<file path="config.mk">
export PLATFORM = sky130hd
export DESIGN_NAME = dual_capture_unit
export DESIGN_NICKNAME = d
export VERILOG_FILES = /design/src/rtl/cap_pkg.sv /design/src/rtl/cap_edge_sync.sv /design/src/rtl/cap_prescale.sv /design/src/rtl/cap_channel.sv /design/src/rtl/dual_capture_unit.sv
export SDC_FILE = /design/constraint.sdc
export NUM_CORES = 1
export LEC_CHECK = 0
export BUFFER_PORTS_ARGS = -buffer_cell sky130_fd_sc_hd__buf_2
export CORE_MARGIN = 2
export CORE_UTILIZATION = 55
export CTS_CLUSTER_DIAMETER = 50
export DETAILED_ROUTE_END_ITERATION = 10
export GPL_TIMING_DRIVEN = 0
export PLACE_DENSITY = 0.78
export SYNTH_ARGS = -nofsm -noshare
export SYNTH_HDL_FRONTEND = slang
export SYNTH_SLANG_ARGS = --single-unit
</file>
<file path="constraint.sdc">
create_clock -name clk -period 2.6 [get_ports clk]
set_input_delay 0.26 -clock clk [delete_from_list [all_inputs] [get_ports clk]]
set_output_delay 0.26 -clock clk [all_outputs]
set_load 0.1 [all_outputs]
</file>
<file path="src/rtl/cap_pkg.sv">
`timescale 1ns/1ps
// Shared constants and types for the dual-channel capture unit.
// Assumes a 16-bit timer read as two bytes and a 3-bit register address.
package cap_pkg;
    localparam int TIMER_W  = 16;
    localparam int BYTE_W   = 8;
    localparam int NUM_CH   = 2;
    localparam int ADDR_W   = 3;
    localparam int DIV_LO   = 4;
    localparam int DIV_HI   = 16;
    localparam int PS_W     = $clog2(DIV_HI);

    typedef enum logic [1:0] {
        CM_FALL   = 2'b00,
        CM_RISE   = 2'b01,
        CM_RISE4  = 2'b10,
        CM_RISE16 = 2'b11
    } cap_mode_e;

    localparam logic [ADDR_W-1:0] ADDR_CTRL = '0;
endpackage

</file>
<file path="src/rtl/cap_edge_sync.sv">
`timescale 1ns/1ps
// Synchronizes one asynchronous input and gives one-cycle edge pulses.
// Assumes STAGES >= 2; the input may change at any time.
module cap_edge_sync #(
    parameter int STAGES = 2
) (
    input  logic clk,
    input  logic rst_n,
    input  logic din,
    output logic rise,
    output logic fall
);
    logic [STAGES-1:0] sync_q;
    logic              prev_q;

    // Shift the input through the synchronizer and remember the last level.
    always_ff @(posedge clk) begin
        if (!rst_n) begin
            sync_q <= '0;
            prev_q <= 1'b0;
        end else begin
            sync_q <= {sync_q[STAGES-2:0], din};
            prev_q <= sync_q[STAGES-1];
        end
    end

    assign rise = sync_q[STAGES-1] & ~prev_q;
    assign fall = ~sync_q[STAGES-1] & prev_q;

    AST_RISE_SINGLE: assert property (@(posedge clk) disable iff (!rst_n) rise |=> !rise);
    AST_FALL_SINGLE: assert property (@(posedge clk) disable iff (!rst_n) fall |=> !fall);
endmodule

</file>
<file path="src/rtl/cap_prescale.sv">
`timescale 1ns/1ps
// Turns raw edges into capture events according to the channel mode.
// Assumes clr is one cycle wide on each control write; clr wins over counting.
module cap_prescale
    import cap_pkg::*;
(
    input  logic      clk,
    input  logic      rst_n,
    input  cap_mode_e mode,
    input  logic      rise,
    input  logic      fall,
    input  logic      clr,
    output logic      fire
);
    logic [PS_W-1:0] cnt_q;
    logic            counting;
    logic            at_term;

    // Select the terminal count for the divided modes.
    always_comb begin
        counting = (mode == CM_RISE4) || (mode == CM_RISE16);
        at_term  = (mode == CM_RISE4) ? (cnt_q == PS_W'(DIV_LO - 1))
                                      : (cnt_q == PS_W'(DIV_HI - 1));
    end

    // Decode the qualifying event for the current mode.
    always_comb begin
        case (mode)
            CM_FALL:  fire = fall;
            CM_RISE:  fire = rise;
            default:  fire = rise && at_term;
        endcase
    end

    // Count rising edges in divided modes; restart on terminal count or clear.
    always_ff @(posedge clk) begin
        if (!rst_n) begin
            cnt_q <= '0;
        end else if (clr) begin
            cnt_q <= '0;
        end else if (counting && rise) begin
            cnt_q <= at_term ? '0 : cnt_q + 1'b1;
        end
    end

    AST_CLEAR_ON_WRITE: assert property (@(posedge clk) disable iff (!rst_n) clr |=> (cnt_q == '0));
    AST_DIV4_RANGE: assert property (@(posedge clk) disable iff (!rst_n)
        (mode == CM_RISE4) |-> (cnt_q < PS_W'(DIV_LO)));
endmodule

</file>
<file path="src/rtl/cap_channel.sv">
`timescale 1ns/1ps
// One capture register with unread tracking, overflow lockout and
// low-then-high read detection. Assumes rd_lo and rd_hi are never both high.
module cap_channel
    import cap_pkg::*;
(
    input  logic               clk,
    input  logic               rst_n,
    input  logic [TIMER_W-1:0] timer,
    input  logic               fire,
    input  logic               rd_lo,
    input  logic               rd_hi,
    output logic [TIMER_W-1:0] cap_val,
    output logic               ovf
);
    logic [TIMER_W-1:0] cap_q;
    logic               valid_q;
    logic               ovf_q;
    logic               low_seen_q;
    logic               pair_done;

    assign pair_done = rd_hi && low_seen_q;

    // Track that the low byte was read, so a following high read completes the pair.
    always_ff @(posedge clk) begin
        if (!rst_n) begin
            low_seen_q <= 1'b0;
        end else if (rd_lo) begin
            low_seen_q <= 1'b1;
        end else if (pair_done) begin
            low_seen_q <= 1'b0;
        end
    end

    // Capture when free, flag overflow when the value is still unread, re-arm on pair read.
    always_ff @(posedge clk) begin
        if (!rst_n) begin
            cap_q   <= '0;
            valid_q <= 1'b0;
            ovf_q   <= 1'b0;
        end else if (fire && valid_q && !pair_done) begin
            ovf_q   <= 1'b1;
        end else if (fire) begin
            cap_q   <= timer;
            valid_q <= 1'b1;
            ovf_q   <= 1'b0;
        end else if (pair_done) begin
            valid_q <= 1'b0;
            ovf_q   <= 1'b0;
        end
    end

    assign cap_val = cap_q;
    assign ovf     = ovf_q;

    AST_HOLD_WHILE_UNREAD: assert property (@(posedge clk) disable iff (!rst_n)
        (valid_q && !pair_done) |=> $stable(cap_q));
    AST_OVF_NEEDS_UNREAD: assert property (@(posedge clk) disable iff (!rst_n)
        $rose(ovf_q) |-> $past(valid_q));
    AST_PAIR_READ_CLEARS: assert property (@(posedge clk) disable iff (!rst_n)
        pair_done |=> !ovf_q);
    AST_CAPTURE_TAKES_TIMER: assert property (@(posedge clk) disable iff (!rst_n)
        (fire && !valid_q) |=> (valid_q && cap_q == $past(timer)));
endmodule

</file>
<file path="src/rtl/dual_capture_unit.sv">
`timescale 1ns/1ps
// Two input-capture channels sharing one external timer, with a byte-wide
// control/status register and a synchronous register bus.
// Assumes addr, wr_en and rd_stb are synchronous to clk; reads are side-effect free
// unless rd_stb is high.
module dual_capture_unit
    import cap_pkg::*;
(
    input  logic               clk,
    input  logic               rst_n,
    input  logic [TIMER_W-1:0] timer_val,
    input  logic [NUM_CH-1:0]  cap_in,
    input  logic [ADDR_W-1:0]  addr,
    input  logic               wr_en,
    input  logic [BYTE_W-1:0]  wr_data,
    input  logic               rd_stb,
    output logic [BYTE_W-1:0]  rd_data,
    output logic               pwm_en
);
    cap_mode_e          mode_q [NUM_CH];
    logic               pwm_q;
    logic               ctrl_wr;
    logic [TIMER_W-1:0] cap_val [NUM_CH];
    logic [NUM_CH-1:0]  ovf;

    assign ctrl_wr = wr_en && (addr == ADDR_CTRL);

    // Hold the writable control fields.
    always_ff @(posedge clk) begin
        if (!rst_n) begin
            pwm_q     <= 1'b0;
            mode_q[0] <= CM_FALL;
            mode_q[1] <= CM_FALL;
        end else if (ctrl_wr) begin
            pwm_q     <= wr_data[0];
            mode_q[0] <= cap_mode_e'(wr_data[2:1]);
            mode_q[1] <= cap_mode_e'(wr_data[4:3]);
        end
    end

    assign pwm_en = pwm_q;

    for (genvar ch = 0; ch < NUM_CH; ch++) begin : g_ch
        localparam logic [ADDR_W-1:0] LO_ADDR = ADDR_W'(1 + 2 * ch);
        localparam logic [ADDR_W-1:0] HI_ADDR = ADDR_W'(2 + 2 * ch);
        logic rise, fall, fire, rd_lo, rd_hi;

        assign rd_lo = rd_stb && (addr == LO_ADDR);
        assign rd_hi = rd_stb && (addr == HI_ADDR);

        cap_edge_sync #(.STAGES(2)) u_sync (
            .clk  (clk),
            .rst_n(rst_n),
            .din  (cap_in[ch]),
            .rise (rise),
            .fall (fall)
        );

        cap_prescale u_ps (
            .clk  (clk),
            .rst_n(rst_n),
            .mode (mode_q[ch]),
            .rise (rise),
            .fall (fall),
            .clr  (ctrl_wr),
            .fire (fire)
        );

        cap_channel u_chan (
            .clk    (clk),
            .rst_n  (rst_n),
            .timer  (timer_val),
            .fire   (fire),
            .rd_lo  (rd_lo),
            .rd_hi  (rd_hi),
            .cap_val(cap_val[ch]),
            .ovf    (ovf[ch])
        );
    end

    // Return the addressed register; unmapped addresses read zero.
    always_comb begin
        rd_data = '0;
        if (addr == ADDR_CTRL) begin
            rd_data = {1'b0, ovf[1], ovf[0], mode_q[1], mode_q[0], pwm_q};
        end else begin
            for (int ch = 0; ch < NUM_CH; ch++) begin
                if (addr == ADDR_W'(1 + 2 * ch)) rd_data = cap_val[ch][BYTE_W-1:0];
                if (addr == ADDR_W'(2 + 2 * ch)) rd_data = cap_val[ch][TIMER_W-1:BYTE_W];
            end
        end
    end

    AST_TOP_BIT_ZERO: assert property (@(posedge clk) disable iff (!rst_n)
        (addr == ADDR_CTRL) |-> (rd_data[7] == 1'b0));
    AST_PWM_FOLLOWS_WRITE: assert property (@(posedge clk) disable iff (!rst_n)
        ctrl_wr |=> (pwm_en == $past(wr_data[0])));
endmodule

</file>
Word level (Yosys, flattened, before mapping)
Memory sizes are Yosys's and may differ from the RTL's.
Cells that the tools add are included.
Widths: inputs -> output; s select.
{"block": "op_classes", "n_addsub": 2, "eq_ne": 14, "n_mux": 27, "n_bitwise": 13, "reduce_logical": 33}
{"operator": "$mux 8", "count": 5}
{"operator": "$mux 1", "count": 16}
{"operator": "$logic_and 1x1->1", "count": 15}
{"operator": "$add 4x1->4 const B", "count": 2}
{"operator": "$eq 2x2->1 const B", "count": 4}
{"operator": "$eq 4x2->1 const B", "count": 2}
{"operator": "$eq 4x4->1 const B", "count": 2}
{"operator": "$mux 4", "count": 2}
{"operator": "$reduce_and 2->1", "count": 4}
{"operator": "$reduce_bool 2->1", "count": 4}
{"operator": "$not 1->1", "count": 7}
{"operator": "$eq 3x2->1 const B", "count": 2}
{"operator": "$reduce_bool 3->1", "count": 2}
{"operator": "$and 1x1->1", "count": 4}
{"operator": "$eq 2x1->1 const B", "count": 2}
{"operator": "$logic_not 2->1", "count": 2}
{"operator": "$mux 2", "count": 2}
{"operator": "$pmux 1 s2", "count": 2}
{"operator": "$eq 3x1->1 const B", "count": 1}
{"operator": "$eq 3x3->1 const B", "count": 1}
{"operator": "$logic_not 3->1", "count": 1}
{"operator": "$logic_not 1->1", "count": 2}
{"operator": "$logic_or 1x1->1", "count": 2}
{"operator": "$or 1x1->1", "count": 2}
{"operator": "$reduce_or 2->1", "count": 1}
{"block": "totals", "regBits": 53, "ramBits": 4, "input_bits": 33, "wordCells": 105, "n_memories": 1}
{"memory": "mode_q", "words": 2, "word_bits": 2, "rd": 2, "rd_ports_with_merged_regs": 0, "write_ports": 2, "line_no": "dual_capture_unit.sv:20", "rtl": "cap_mode_e mode_q [NUM_CH];"}

Depth between registers and ports, before layout
Gate-level depths: netlist (run 1).
{"block": "depth", "ltp_word": 8, "depth_mapped": 7, "depth_no_buf": 5}

Modules after synthesis
A second synthesis (run 1) with hierarchy kept.
{"block": "unflattened", "hier_cells": 285, "area_unflattened_um2": 2738.9}
{"mod": "cap_channel", "instances": 2, "cells_per_inst": 82, "area_each_um2": 774.5, "seq_area_each_um2": 380.4}
{"mod": "dual_capture_unit", "instances": 1, "cells_per_inst": 57, "area_each_um2": 576.8, "seq_area_each_um2": 140.1}
{"mod": "cap_prescale", "instances": 2, "cells_per_inst": 24, "area_each_um2": 215.2, "seq_area_each_um2": 80.1}
{"mod": "cap_edge_sync", "instances": 2, "cells_per_inst": 8, "area_each_um2": 91.3, "seq_area_each_um2": 60.1}

Worst setup path before layout (run 1)
OpenSTA, ideal clock, no wires.
{"block": "synth_path", "path_type": "in2out", "from": "input port addr[1]", "to": "output port rd_data[7]", "arrival_ns": 2.935, "required_time_ns": 2.340, "setup_slack_ns": -0.595, "path_stages": 4, "path_cell_list": "clkbuf_1 -> mux2_2 -> a21oi_1 -> o21ai_0"}
{"block": "synth_via", "elab_chain_cells": 6, "word_cells_on_any_way": 10}
{"element": "start, declared", "line_no": "dual_capture_unit.sv:13", "rtl": "input logic [ADDR_W-1:0] addr,"}
{"element": "$eq 3x1->1", "line_no": "dual_capture_unit.sv:88", "rtl": "if (addr == ADDR_W'(1 + 2 * ch)) rd_data = cap_val[ch][BYTE_W-1:0];"}
{"element": "$mux 8", "line_no": "dual_capture_unit.sv:88"}
{"element": "$mux 8", "line_no": "dual_capture_unit.sv:89", "rtl": "if (addr == ADDR_W'(2 + 2 * ch)) rd_data = cap_val[ch][TIMER_W-1:BYTE_W];"}
{"element": "$mux 8", "line_no": "dual_capture_unit.sv:88"}
{"element": "$mux 8", "line_no": "dual_capture_unit.sv:89"}
{"element": "$mux 8 (*)", "line_no": "dual_capture_unit.sv:84", "rtl": "if (addr == ADDR_CTRL) begin"}
{"element": "end, declared", "line_no": "dual_capture_unit.sv:17", "rtl": "output logic [BYTE_W-1:0] rd_data,"}
Every way passes the cells marked *; elsewhere a longest branch is shown, timed or not.

Worst setup path in the final report (run 1)
{"block": "layout_path", "from": "input port addr[1]", "to": "output port rd_data[6]"}
The elaborated chain is that of the path after synthesis.

==> results.py, run 1 <==
metrics = {
    "outcome": {
        "outcome": "completed",
    },
    "logic_synthesis": {
        "yosys_warnings": 0,
        "synthTopCellsByArea": "dfxtp_1 (40%), mux2i_1 (13%), nand2_1 (9.4%)",
        "yosysTopAreaCell": "dfxtp_1",
        "synth_common_cells": "nand2_1 (66), dfxtp_1 (53), mux2i_1 (35)",
        "syn_area_mm2": 0.00263,
        "synthFlopType": "dfxtp_1",
        "synth_edf_count": 4,
        "synthArstFlopShare": 0,
        "avgSynthCellArea_um2": 10.1,
        "yosysMostFrequentCell": "nand2_1",
        "yosysSeqAreaShare": 0.448,
        "synth_fp_nets": 297,
        "yosys.area.top_type_share": 0.403,
        "synth.distinct_cells": 45,
        "postSynthCellCount": 262,
        "synth-seq-cells": 57,
    },
    "die": {
        "die_width_um": 73.2,
        "initial_core_util": 0.565,
        "pin_count": 42,
        "die_h_um": 73.2,
        "fp-row-count": 25,
        "coreArea_mm2": 0.00466,
        "die_area_mm2": 0.00536,
    },
    "critical_path": {
        "r2r_setup_slack_ns": 0.50,
        "crit_type": "in2out",
        "startpoint_type": "input pin",
        "r2r_end": "g_ch[0].u_chan.cap_val[3]",
        "cp.arrival_ns": 1.89,
        "end_kind": "output port",
        "r2r_start": "mode_q[0][0]",
        "ff2ff_path_depth": 6,
        "critPathRequiredTime_ns": 2.34,
        "critPathMaxFanout": 10,
    },
    "cts": {
        "clkSinkCount": 57,
        "clockRootBuffer": "clkbuf_8",
        "post_cts_resized": 0,
        "cts_tree": "yes",
        "cts_max_level": 3,
        "cts_buffers": 9,
        "clockBufferDepth": 2,
        "clkLatencyLatePin_ns": 0.35,
        "cts_setup_buffers": 0,
        "path_clk_slew_ns": 0.06,
        "cts_hold_buf": 0,
    },
    "power": {
        "powerDensity_mw_per_mm2": 636,
        "p_sw_w": 0.000477,
        "ir_drop_uv": 329,
        "swShare": 0.242,
        "p_int_w": 0.00150,
        "p_total_w": 0.00197,
        "seq_power_share": 0.469,
        "leakagePower_nw": 1.33,
        "combPwrFrac": 0.093,
        "pwr-share-clk": 0.439,
    },
    "layout": {
        "fillers": 365,
        "register_area_mm2": 0.00118,
        "nets": 346,
        "syn_to_final_growth_pct": 17.7,
        "multi_input_area_mm2": 0.00136,
        "antennaDiodeCount": 0,
        "drive_above_1_share": 0.244,
    },
    "timing": {
        "rsz0062_at_grt": "no",
        "tightest_slew_ns": 0.753,
        "setup_slack_ns": 0.448,
        "max-slew-margin-rel": 0.495,
        "max_freq_mhz": 465,
        "fin_crit_sh": 0.828,
        "finClkSkew_ns": 0.0109,
        "finalHoldViolations": 0,
        "setup_viol": 0,
        "final_max_slew_viol_count": 0,
        "tns_ns": 0,
        "post-route-min-period_ns": 2.15,
    },
    "route": {
        "first_pass_iters": 4,
        "totalWireLength_um": 5920,
        "route.vias.total": 2082,
        "avgRoutedWirePerCell_um": 16.0,
        "vias_per_cell": 5.63,
        "ant_nets": 0,
        "route.detailed.drc": 0,
        "drtIter0Drc": 83,
    },
    "hold_path": {
        "hp-start": "cap_in[0]",
        "hold_path_depth": 2,
        "hold_path_class": "in2reg",
        "min_to": "g_ch[0].u_sync.sync_q[0]",
    },
    "global_routing": {
        "grt_pass1_wl_um": 9540,
        "antenna_found_initial": 0,
        "grt_max_degree": 13,
        "grt_pass1_vias": 2015,
        "grt-ovfl-total": 0,
        "track_usage": 0.247,
    },
    "placed_design": {
        "dp_hpwl_um": 4080,
        "dp_slack_ns": 0.434,
        "place_congestion": 0.769,
        "port_buffers": 38,
    },
    "run": {
        "maxCapViolCount": 0,
    },
}
cell usage in the layout (no fill, tap or decap), types with 5 or more instances in the layout:
cell type,n
a21oi_1,12
buf_2,39
and3_1,5
mux4_2,7
dfxtp_1,53
nand2_1,66
mux2i_1,35
clkbuf_1,11
and2_1,6
nor2_1,11
a22o_1,7
nor2b_1,5
clkbuf_8,12
per-stage QoR:
stage | cell area [um2] | util | hold slack, ns | cells
final | 3100 | 0.665 | 0.125 | 370
after global routing | 3100 | 0.665 | 0.123 | 370
after CTS | 3100 | 0.665 | 0.120 | 370
after detailed placement | 2890 | 0.620 | 0.423 | 354
after global placement | 2890 | 0.620 | 0.418 | 354
after floorplan | 2630 | - | 0.387 | 262
cell families (layout without fill, tap and decap cells):
logic type      after synthesis  after routing  synth area share
simple gates                109            109             0.195
flops                        57             57             0.448
mux                          43             43             0.197
compound gates               37             37             0.116
buf+inv                      14             68            0.0337
fa+ha+maj                     2              2           0.00950
power by group through the flow:
stage / clock (W) / sequential, W / combinational (W)
2_1_floorplan: 0 / 0.000939 / 0.000124
3_3_place_gp: 0 / 0.000942 / 0.000180
3_5_place_dp: 0 / 0.000943 / 0.000183
4_1_cts: 0.000876 / 0.000924 / 0.000184
5_1_grt: 0.000912 / 0.000927 / 0.000197
6_report: 0.000865 / 0.000924 / 0.000183
flip-flops by register name, indices dropped and copies added (netlist names):
signal and cells:
g_ch.u_chan.cap_val 32, g_ch.u_ps.cnt_q 8, g_ch.u_sync.sync_q 4, mode_q 4
g_ch.u_chan.low_seen_q 2, g_ch.u_chan.ovf 2, g_ch.u_chan.valid_q 2, g_ch.u_sync.prev_q 2
pwm_en 1
worst max path at each step:
stage                     startpoint                   endpoint  slack (ns)
after floorplan              addr[1]                 rd_data[7]        0.16
after global placement       addr[2]  g_ch[1].u_chan.cap_val[5]        0.42
after detailed placement     addr[2]  g_ch[1].u_chan.cap_val[4]        0.43
after CTS                    addr[1]                 rd_data[6]        0.46
after global routing         addr[1]                 rd_data[7]        0.38
final                        addr[1]                 rd_data[6]        0.45
metal layers:
layer	GRT usage	wire (um)	vias up
li1	-	-	1035
met1	0.294	2590	982
met2	0.408	2890	58
met3	0.0843	356	7
met4	0.0967	81	0
met5	0	0	-
cell type report:
type	instances	area share
Clock buffer	14	0.0557
Tap cell	54	0.0218
Clock inverter	2	0.0113
Multi-Input combinational cell	191	0.440
Inverter	1	0.00121
Timing Repair Buffer	38	0.0614
Buffer	13	0.0275
Sequential cell	57	0.381
worst max-delay path: stages:
cell      delay, ns
buf_2          0.15
clkbuf_1       0.52
mux4_2         0.41
a22o_1         0.25
buf_2          0.29
Note: power is estimated with default switching activity, not from simulation.
==> run 2, diff against run 1 <==
==> constraint.sdc (replaced) <==
create_clock -name clk -period 2 [get_ports clk]
set_input_delay 0.2 -clock clk [delete_from_list [all_inputs] [get_ports clk]]
set_output_delay 0.2 -clock clk [all_outputs]
set_load 0.1 [all_outputs]
==> run 2 against run 1 <==
Compared with the run above:
- core utilization grew 2.4 points
- via count rose by 2.1%
- final area is 3.6% higher
- count of clock-buffer cells in the layout unchanged
- critical path depth is 2 lower
- largest cell class unchanged
- global-route usage decreased by 1.1 points
==> results.py, run 2 (same netlist as run 1, synthesis figures left out) <==
metrics = {
    "cts": {
        "clockBufferDepth": 2,
        "cts_hold_buf": 0,
        "clockRootBuffer": "clkbuf_8",
        "cts_tree": "yes",
        "clkLatencyLatePin_ns": 0.33,
        "cts_buffers": 9,
        "path_clk_slew_ns": 0.06,
        "clkSinkCount": 57,
        "cts_max_level": 3,
    },
    "layout": {
        "multi_input_area_mm2": 0.00139,
        "drive_above_1_share": 0.281,
        "largest_reg_flops": 32,
        "antennaDiodeCount": 0,
        "final_cell_area_mm2": 0.00321,
        "nets": 358,
        "layout_commonest_cell": "nand2_1",
        "layout_common_cells": "nand2_1 (66), dfxtp_1 (53), buf_2 (37)",
        "fin_cells": 381,
        "register_area_mm2": 0.00118,
        "fillers": 371,
        "syn_to_final_growth_pct": 21.9,
    },
    "global_routing": {
        "grt_max_degree": 13,
        "grt_pass1_wl_um": 9320,
        "track_usage": 0.236,
        "antenna_found_initial": 0,
        "grt-ovfl-total": 0,
        "grt_pass1_vias": 1957,
    },
    "die": {
        "die_area_mm2": 0.00536,
        "die_h_um": 73.2,
        "initial_core_util": 0.565,
        "pin_count": 42,
        "die_width_um": 73.2,
        "fp-row-count": 25,
        "coreArea_mm2": 0.00466,
    },
    "route": {
        "route.vias.total": 2125,
        "drtIter0Drc": 129,
        "ant_nets": 0,
        "totalWireLength_um": 6020,
        "route.detailed.drc": 0,
        "first_pass_iters": 4,
        "avgRoutedWirePerCell_um": 15.8,
        "vias_per_cell": 5.58,
    },
    "timing": {
        "tns_ns": 0,
        "setup_viol": 0,
        "finalHoldViolations": 0,
        "tightest_slew_ns": 0.555,
        "fin_crit_sh": 0.989,
        "final_max_slew_viol_count": 0,
        "max-slew-margin-rel": 0.630,
        "max_freq_mhz": 505,
        "post-route-min-period_ns": 1.98,
        "setup_slack_ns": 0.0213,
        "finClkSkew_ns": 0.00602,
    },
    "critical_path": {
        "critPathRequiredTime_ns": 1.80,
        "crit_slowest_cell": "mux4_2",
        "crit_buf_inv": 1,
        "critPathTopFamily": "multiplexers",
        "critPathMaxFanout": 5,
        "startpoint_type": "flip-flop",
        "end_kind": "output port",
        "crit_type": "reg2out",
        "critPathMaxStageDelay_ns": 0.49,
        "cp.arrival_ns": 1.78,
        "crit_chain": "mux4_2, a22o_1, buf_2",
    },
    "placed_design": {
        "port_buffers": 38,
        "dp_hpwl_um": 4040,
        "postPlaceCellArea_mm2": 0.00290,
        "place_congestion": 0.793,
        "dp_slack_ns": -0.132,
        "dp_cells": 354,
    },
    "hold_path": {
        "hold_path_class": "in2reg",
    },
    "power": {
        "ir_drop_uv": 452,
        "powerDensity_mw_per_mm2": 738,
        "leakagePower_nw": 1.38,
    },
    "outcome": {
        "outcome": "completed",
    },
    "run": {
        "maxCapViolCount": 0,
    },
}
[run 2: changes by cell type in the layout (fill, tap and decap cells not counted), moves of 2 or more]
| cell | previous run | this run |
|---|---|---|
| clkbuf_8 | 12 | 10 |
| buf_2 | 39 | 37 |
| a21oi_1 | 12 | 10 |
| buf_4 | 0 | 10 |
| a21oi_2 | 0 | 2 |
[run 2: power by group]
group          internal, W  switching, W
clock network     0.000476      0.000426
registers          0.00118     0.0000234
logic             0.000109      0.000155
total              0.00176      0.000604
[run 2: final timing paths]
kind                             from  slack [ns]                   endpoint  cells past startpoint
min                         cap_in[1]        0.07   g_ch[1].u_sync.sync_q[0]                      2
min reg2reg  g_ch[1].u_sync.sync_q[0]        0.43   g_ch[1].u_sync.sync_q[1]                      1
max reg2reg              mode_q[0][0]        0.05  g_ch[0].u_chan.cap_val[2]                      6
max                      mode_q[0][0]        0.02                 rd_data[1]                      3
[run 2: worst reg2reg max path, cell delays in order, from the launching register on]
cell       delay (ns)
edfxtp_1         0.48
or4b_4           0.53
o21ai_4          0.11
a31oi_4          0.14
a21oi_4          0.25
clkbuf_16        0.21
mux2i_1          0.17
[run 2: cell type report]
class                      count  share of cell area
sequential                    57               0.368
inverter                       1             0.00117
clock buffer                  14              0.0476
buffer                        13              0.0269
clock inverter                 1             0.00156
multi-input combinational    191               0.434
tap                           54              0.0211
timing repair buffer          50              0.0994
[run 2: repair_timing]
action | 4_1_cts | 5_1_grt
pin swaps | 0 | 3
buffers inserted | 3 | 8
endpoints found under the setup margin | 16 | 24
gates cloned | 0 | 1
resized for setup | 2 | 8
[run 2: routing by layer]
metal  GRT usage  vias up  part of all wire
met1       0.308     1002              0.44
met2       0.382       62              0.48
li1            -     1054                 -
met3      0.0704        7             0.067
met4      0.0617        0            0.0091
met5           0        -                 0
[run 2: stage by stage]
step           hold slack (ns)  total power, W   util
2_1_floorplan            0.327         0.00138      -
3_3_place_gp             0.407         0.00146  0.621
3_5_place_dp             0.411         0.00146  0.621
4_1_cts                 0.0640         0.00235  0.662
5_1_grt                 0.0809         0.00245  0.689
6_report                0.0667         0.00237  0.689
